**src/rtl/bpc_pkg.sv**
```systemverilog
package bpc_pkg;

  typedef enum logic [1:0] {
    PC_HOLD = 2'd0,
    PC_STEP = 2'd1,
    PC_JUMP = 2'd2
  } pc_sel_e;

  // Slot field width from bundle size in bits.
  function automatic int slot_bits(input int bundle_bits);
    return (bundle_bits >= 256) ? 4 : 3;
  endfunction

endpackage

```
**src/rtl/bpc_step.sv**
```systemverilog
module bpc_step #(
  parameter int BUNDLE_W = 16,
  parameter int IDX_W    = 3
) (
  input  logic [BUNDLE_W-1:0] bundle_i,
  input  logic [IDX_W-1:0]    slot_i,
  input  logic [IDX_W-1:0]    last_i,
  output logic [BUNDLE_W-1:0] nxt_bundle_o,
  output logic [IDX_W-1:0]    nxt_slot_o
);
  logic at_end;

  // at or beyond the last slot leaves the bundle
  assign at_end = (slot_i >= last_i);

  always_comb begin
    if (at_end) begin
      nxt_bundle_o = bundle_i + 1'b1;  // modulo wrap
      nxt_slot_o   = '0;
    end else begin
      nxt_bundle_o = bundle_i;
      nxt_slot_o   = slot_i + 1'b1;
    end
  end
endmodule

```
**src/rtl/bpc_tgt_chk.sv**
```systemverilog
module bpc_tgt_chk #(
  parameter int IDX_W = 3
) (
  input  logic [IDX_W-1:0] slot_i,
  input  logic [IDX_W-1:0] last_i,
  output logic             ok_o
);
  // a slot may equal the last slot but not exceed it
  assign ok_o = (slot_i <= last_i);
endmodule

```
**src/rtl/bundle_pc_seq.sv**
```systemverilog
module bundle_pc_seq
  import bpc_pkg::*;
#(
  parameter int  BUNDLE_BITS = 128,
  parameter int  BUNDLE_W    = 16,
  localparam int IDX_W       = slot_bits(BUNDLE_BITS)
) (
  input  logic                clk,
  input  logic                rst_n,
  input  logic                stall_i,
  input  logic                adv_i,
  input  logic                br_valid_i,
  input  logic [BUNDLE_W-1:0] br_bundle_i,
  input  logic [IDX_W-1:0]    br_slot_i,
  input  logic [IDX_W-1:0]    br_last_i,
  input  logic [IDX_W-1:0]    cur_last_i,
  output logic [BUNDLE_W-1:0] pc_bundle_o,
  output logic [IDX_W-1:0]    pc_slot_o,
  output logic                illegal_o
);
  // Reset: asserted asynchronously, released on a clock edge
  logic [1:0] rst_sync_q;
  logic       rst_n_s;

  always_ff @(posedge clk or negedge rst_n) begin
    if (!rst_n) rst_sync_q <= 2'b00;
    else        rst_sync_q <= {rst_sync_q[0], 1'b1};
  end
  assign rst_n_s = rst_sync_q[1];

  logic [BUNDLE_W-1:0] pc_bundle_q, pc_bundle_d, step_bundle;
  logic [IDX_W-1:0]    pc_slot_q, pc_slot_d, step_slot;
  logic                ill_q, ill_d, tgt_ok, pc_en;
  pc_sel_e             sel;

  bpc_step #(.BUNDLE_W(BUNDLE_W), .IDX_W(IDX_W)) u_step (
    .bundle_i     (pc_bundle_q),
    .slot_i       (pc_slot_q),
    .last_i       (cur_last_i),
    .nxt_bundle_o (step_bundle),
    .nxt_slot_o   (step_slot)
  );

  bpc_tgt_chk #(.IDX_W(IDX_W)) u_chk (
    .slot_i (br_slot_i),
    .last_i (br_last_i),
    .ok_o   (tgt_ok)
  );

  // Priority: stall, then branch, then advance
  always_comb begin
    sel = PC_HOLD;
    if (!stall_i) begin
      if (br_valid_i)  sel = tgt_ok ? PC_JUMP : PC_HOLD;
      else if (adv_i)  sel = PC_STEP;
    end
  end

  always_comb begin
    pc_bundle_d = pc_bundle_q;
    pc_slot_d   = pc_slot_q;
    unique case (sel)
      PC_STEP: begin pc_bundle_d = step_bundle; pc_slot_d = step_slot; end
      PC_JUMP: begin pc_bundle_d = br_bundle_i; pc_slot_d = br_slot_i; end
      default: ;
    endcase
  end

  assign pc_en = (sel != PC_HOLD);
  assign ill_d = !stall_i && br_valid_i && !tgt_ok;

  always_ff @(posedge clk or negedge rst_n_s) begin
    if (!rst_n_s) begin
      pc_bundle_q <= '0;
      pc_slot_q   <= '0;
    end else if (pc_en) begin
      pc_bundle_q <= pc_bundle_d;
      pc_slot_q   <= pc_slot_d;
    end
  end

  always_ff @(posedge clk or negedge rst_n_s) begin
    if (!rst_n_s) ill_q <= 1'b0;
    else          ill_q <= ill_d;
  end

  assign pc_bundle_o = pc_bundle_q;
  assign pc_slot_o   = pc_slot_q;
  assign illegal_o   = ill_q;


  stall_hold_chk: assert property (@(posedge clk) disable iff (!rst_n_s)
    stall_i |=> ($stable(pc_bundle_q) && $stable(pc_slot_q) && !ill_q));


  slot_step_chk: assert property (@(posedge clk) disable iff (!rst_n_s)
    (!stall_i && !br_valid_i && adv_i && (pc_slot_q < cur_last_i))
    |=> (pc_slot_q == $past(pc_slot_q) + 1'b1) && $stable(pc_bundle_q));


  bundle_wrap_chk: assert property (@(posedge clk) disable iff (!rst_n_s)
    (!stall_i && !br_valid_i && adv_i && (pc_slot_q >= cur_last_i))
    |=> (pc_slot_q == '0) && (pc_bundle_q == $past(pc_bundle_q) + 1'b1));


  illegal_hold_chk: assert property (@(posedge clk) disable iff (!rst_n_s)
    illegal_o |-> ($stable(pc_bundle_q) && $stable(pc_slot_q)));


  jump_load_chk: assert property (@(posedge clk) disable iff (!rst_n_s)
    (!stall_i && br_valid_i && (br_slot_i <= br_last_i))
    |=> (pc_bundle_q == $past(br_bundle_i)) && (pc_slot_q == $past(br_slot_i)));


  idle_hold_chk: assert property (@(posedge clk) disable iff (!rst_n_s)
    (!stall_i && !br_valid_i && !adv_i)
    |=> ($stable(pc_bundle_q) && $stable(pc_slot_q) && !ill_q));
endmodule

```
**config.mk**
```make
export PLATFORM = sky130hd
export DESIGN_NAME = bundle_pc_seq
export DESIGN_NICKNAME = d
export VERILOG_FILES = /design/src/rtl/bpc_pkg.sv /design/src/rtl/bpc_step.sv /design/src/rtl/bpc_tgt_chk.sv /design/src/rtl/bundle_pc_seq.sv
export SDC_FILE = /design/constraint.sdc
export NUM_CORES = 1
export LEC_CHECK = 0
export BUFFER_PORTS_ARGS = -buffer_cell sky130_fd_sc_hd__buf_2
export CORE_MARGIN = 8
export CORE_UTILIZATION = 53
export CTS_BUF_LIST = sky130_fd_sc_hd__clkbuf_8
export DETAILED_ROUTE_END_ITERATION = 6
export PLACE_DENSITY_LB_ADDON = 0.15
export SYNTH_ARGS = -nofsm -noshare
export SYNTH_HDL_FRONTEND = slang
export SYNTH_HIERARCHICAL = 1
export SYNTH_SLANG_ARGS = --single-unit
```
**constraint.sdc**
```tcl
create_clock -name clk -period 0.9 [get_ports clk]
set_input_delay 0.045 -clock clk [delete_from_list [all_inputs] [get_ports clk]]
set_output_delay 0.045 -clock clk [all_outputs]
set_load 0.01 [all_outputs]
```
==> results.sh <==
export IMPL_run_status="finished with violations"
export IMPL_failed_checks="setup timing"
export IMPL_vdd_ir_drop_worst_v=0.00301
export IMPL_synth_edff_count=0
export IMPL_clock_buffers_created_by_tritoncts=3
export IMPL_max_freq_mhz=447
export IMPL_antenna_found_initial=0
export IMPL_crit_arrival_ns=2.34
export IMPL_dp_final_hpwl_um=3100
export IMPL_io_pins=50
export IMPL_finalWeightedCongestion=0.744
export IMPL_core_area_um2=2780
export IMPL_area_share_of_the_largest_cell_type_after_synthesis=0.353
export IMPL_vias=1754
export IMPL_synth_net_count=203
export IMPL_finish_cell_count_without_fillers=282
export IMPL_yosysSeqAreaShare=0.353
export IMPL_drc=0
export IMPL_cell_area_after_placement_um2=2130
export IMPL_nets=291
export IMPL_critical_path_n_buffers_inverters=1
export IMPL_grt_pass1_vias=1834
export IMPL_worst_slew_pin_transition_ns=0.503
export IMPL_synthesis_yosys_warnings=6
export IMPL_firstDrtPassIters=5
export IMPL_fin_crit_ns=2.24
export IMPL_area_growth_pct=66.9
export IMPL_worst_path_max_fanout=3
export IMPL_stdcell_area_um2=2600
export IMPL_die_width_um=70.2
export IMPL_timing_final_crit_share=2.49
export IMPL_worst_slew_margin_rel=0.661
export IMPL_setup_ws_ns=-1.34
export IMPL_detail_route_wirelength_um=6890
export IMPL_setup_repair_after_global_routing_missed_its_margin="yes"
export IMPL_crit_slowest_cell="sky130_fd_sc_hd__dfrtp_2"
export IMPL_worst_clock_skew_ns=0.00674
export IMPL_cts_buffer_depth=2
export IMPL_grt_max_degree=39
export IMPL_postSynth_asyncResetShare=1.00
export IMPL_diodes_inserted=0
export IMPL_start_util=0.561
export IMPL_cts_tree="done"
export IMPL_cts_clk_slew_worst_paths_ns=0.09
export IMPL_finalHoldViolations=0
export IMPL_dr_first_iter_drc_count=234
export IMPL_timing_critical_path_required_ns=1.00
export IMPL_placement_io_buffers=49
export IMPL_grt_first_pass_wirelength_um=9050
export IMPL_crit_path_max_incr_delay_ns=0.45
export IMPL_syn_cell_area_um2=1560
export IMPL_nFillCells=84
export IMPL_cts_sinks=22
export IMPL_cp_end_kind="flop"
export IMPL_clk_root_buffer_cell="sky130_fd_sc_hd__clkbuf_8"
export IMPL_critPathLaunchType="flop"
export IMPL_synthMostInstantiatedCell="sky130_fd_sc_hd__nand2_1"
export IMPL_synth_top_flop_cell="sky130_fd_sc_hd__dfrtp_1"
export IMPL_power_per_cell_area_nw_per_um2=3070
export IMPL_yosys_top_cells_area="sky130_fd_sc_hd__dfrtp_1, sky130_fd_sc_hd__mux2i_1, sky130_fd_sc_hd__ha_1"
export IMPL_die_ar_um2=4930
export IMPL_dp_cells=268
export IMPL_postSynthCellCount=164
export IMPL_delay_heaviest_family_cp="compound AO/OA/AOI/OAI gates"
export IMPL_drive_above_1_share=0.506
export IMPL_report_final_setup_viol=37
export IMPL_synth_commonest_cells="sky130_fd_sc_hd__nand2_1, sky130_fd_sc_hd__dfrtp_1, sky130_fd_sc_hd__mux2i_1"
export IMPL_die_boundary_height_um=70.2
export IMPL_routedWlPerCell_um=24.4
export IMPL_synth_largest_area_cell="sky130_fd_sc_hd__dfrtp_1"
export IMPL_leakagePower_nw=1.28
export IMPL_final_core_utilization=0.935
export IMPL_fin_setup_tns_ns=-20.17
export IMPL_worst_skew_pair_late_latency_ns=0.27
export IMPL_synth_unique_cells=33
export IMPL_drv_cap=0
export IMPL_synth_seq_cells=22
export IMPL_grt_use_total=0.228
export IMPL_hold_crit_path_type="in -> reg"
export IMPL_timing_max_transition_violations_final=0
export IMPL_num_rows=19
export IMPL_postSynthAreaPerCell_um2=9.51
export IMPL_post_drt_via_cell_ratio=6.22
export IMPL_ant_nets=0
export IMPL_fin_hold_ws_ns=0.0565
export IMPL_gr_total_overflow=0
export IMPL_cts_htree_levels=1
export IMPL_chain_of_cells_forming_the_critical_path="ha_4, nand2_4, buf_4, o21ai_4, nand4_1, xnor2_1, mux2i_1, o21ai_0"
export IMPL_worst_setup_path_type="reg -> reg"
[per-stage QoR]
stage / worst slack, ns / total power, mW
6_report: -1.34 / 7.99
2_1_floorplan: -0.835 / 3.57
3_3_place_gp: -1.01 / 4.85
5_1_grt: -1.38 / 8.27
4_1_cts: -0.875 / 7.14
3_5_place_dp: -1.12 / 5.03
[layout by cell type (no fill, tap or decap), drive strengths merged]
master,count
nor3b,2
inv,7
o21a,3
nor4b,3
mux2i,19
nor2b,2
nand3,5
nand2,31
a21oi,1
clkbuf,3
xnor2,4
o21ai,21
nand4,1
nor4,3
dfrtp,22
nor3,4
and3b,1
conb,1
and2,1
dlygate4sd3,2
ha,9
and4,1
buf,87
xor2,12
nor2,5
and3,1
[final timing paths]
| kind | from | end | slack (ns) | cells after the start |
|---|---|---|---|---|
| worst max-delay path | pc_slot_o[2]$_DFFE_PN0P_ | pc_bundle_o[4]$_DFFE_PN0P_ | -1.34 | 8 |
| worst min-delay path | br_valid_i | illegal_o$_DFF_PN0_ | 0.06 | 2 |
| worst max register to register | pc_slot_o[2]$_DFFE_PN0P_ | pc_bundle_o[4]$_DFFE_PN0P_ | -1.34 | 8 |
| worst min register to register | rst_sync_q[1]$_DFF_PN0_ | pc_bundle_o[2]$_DFFE_PN0P_ | 0.22 | 1 |
| max in group asynchronous | rst_sync_q[1]$_DFF_PN0_ | pc_slot_o[2]$_DFFE_PN0P_ | 0.45 | 1 |
| min in group asynchronous | rst_n | rst_sync_q[1]$_DFF_PN0_ | 0.09 | 2 |
[sequential cells by signal (all words and copies together), names as in the netlist]
name         flops
rst_sync_q       2
pc_slot_o        3
illegal_o        1
pc_bundle_o     16
[routing by layer]
layer  vias to the layer above  wire length, µm  global-route usage
met2                       157             3420               0.389
li1                        738                -                   -
met5                         -                0                   0
met4                         0              242               0.121
met3                        36              651              0.0706
met1                       823             2580               0.244
[area by class of cell]
cell class                 instances  area [µm²]  share of cell area
multi-input combinational        130        1140               0.440
sequential                        22         554               0.213
timing repair buffer              89         791               0.304
clock buffer                       3        41.3              0.0159
inverter                           6        27.5              0.0106
tap                               31        38.8              0.0149
clock inverter                     1        3.75             0.00144
[cell families after synthesis]
kind of cell	after synthesis	synth area share
mux	19	0.122
other cells	1	0.00241
xor+xnor	16	0.0899
fa+ha+maj	9	0.0722
compound gates	24	0.0875
simple gates	60	0.219
flops	22	0.353
buf+inv	13	0.0538
[what timing repair did]
item / in CTS / in global routing
hold endpoints to repair: 3 / 0
hold buffers: 2 / 0
pin swaps: 18 / 9
gates resized for setup: 58 / 12
buffers inserted: 10 / 4
cloned: 1 / 0
setup endpoints to repair: 37 / 37
[power by group]
part | internal (mW) | total, mW | leakage (nW) | switching [mW]
Clock | 0.305 | 0.650 | 0.0269 | 0.345
Sequential | 1.37 | 1.77 | 0.281 | 0.402
Combinational | 2.89 | 5.57 | 0.974 | 2.68
Total | 4.57 | 7.99 | 1.28 | 3.43
Power figures use the tool's default switching activity.
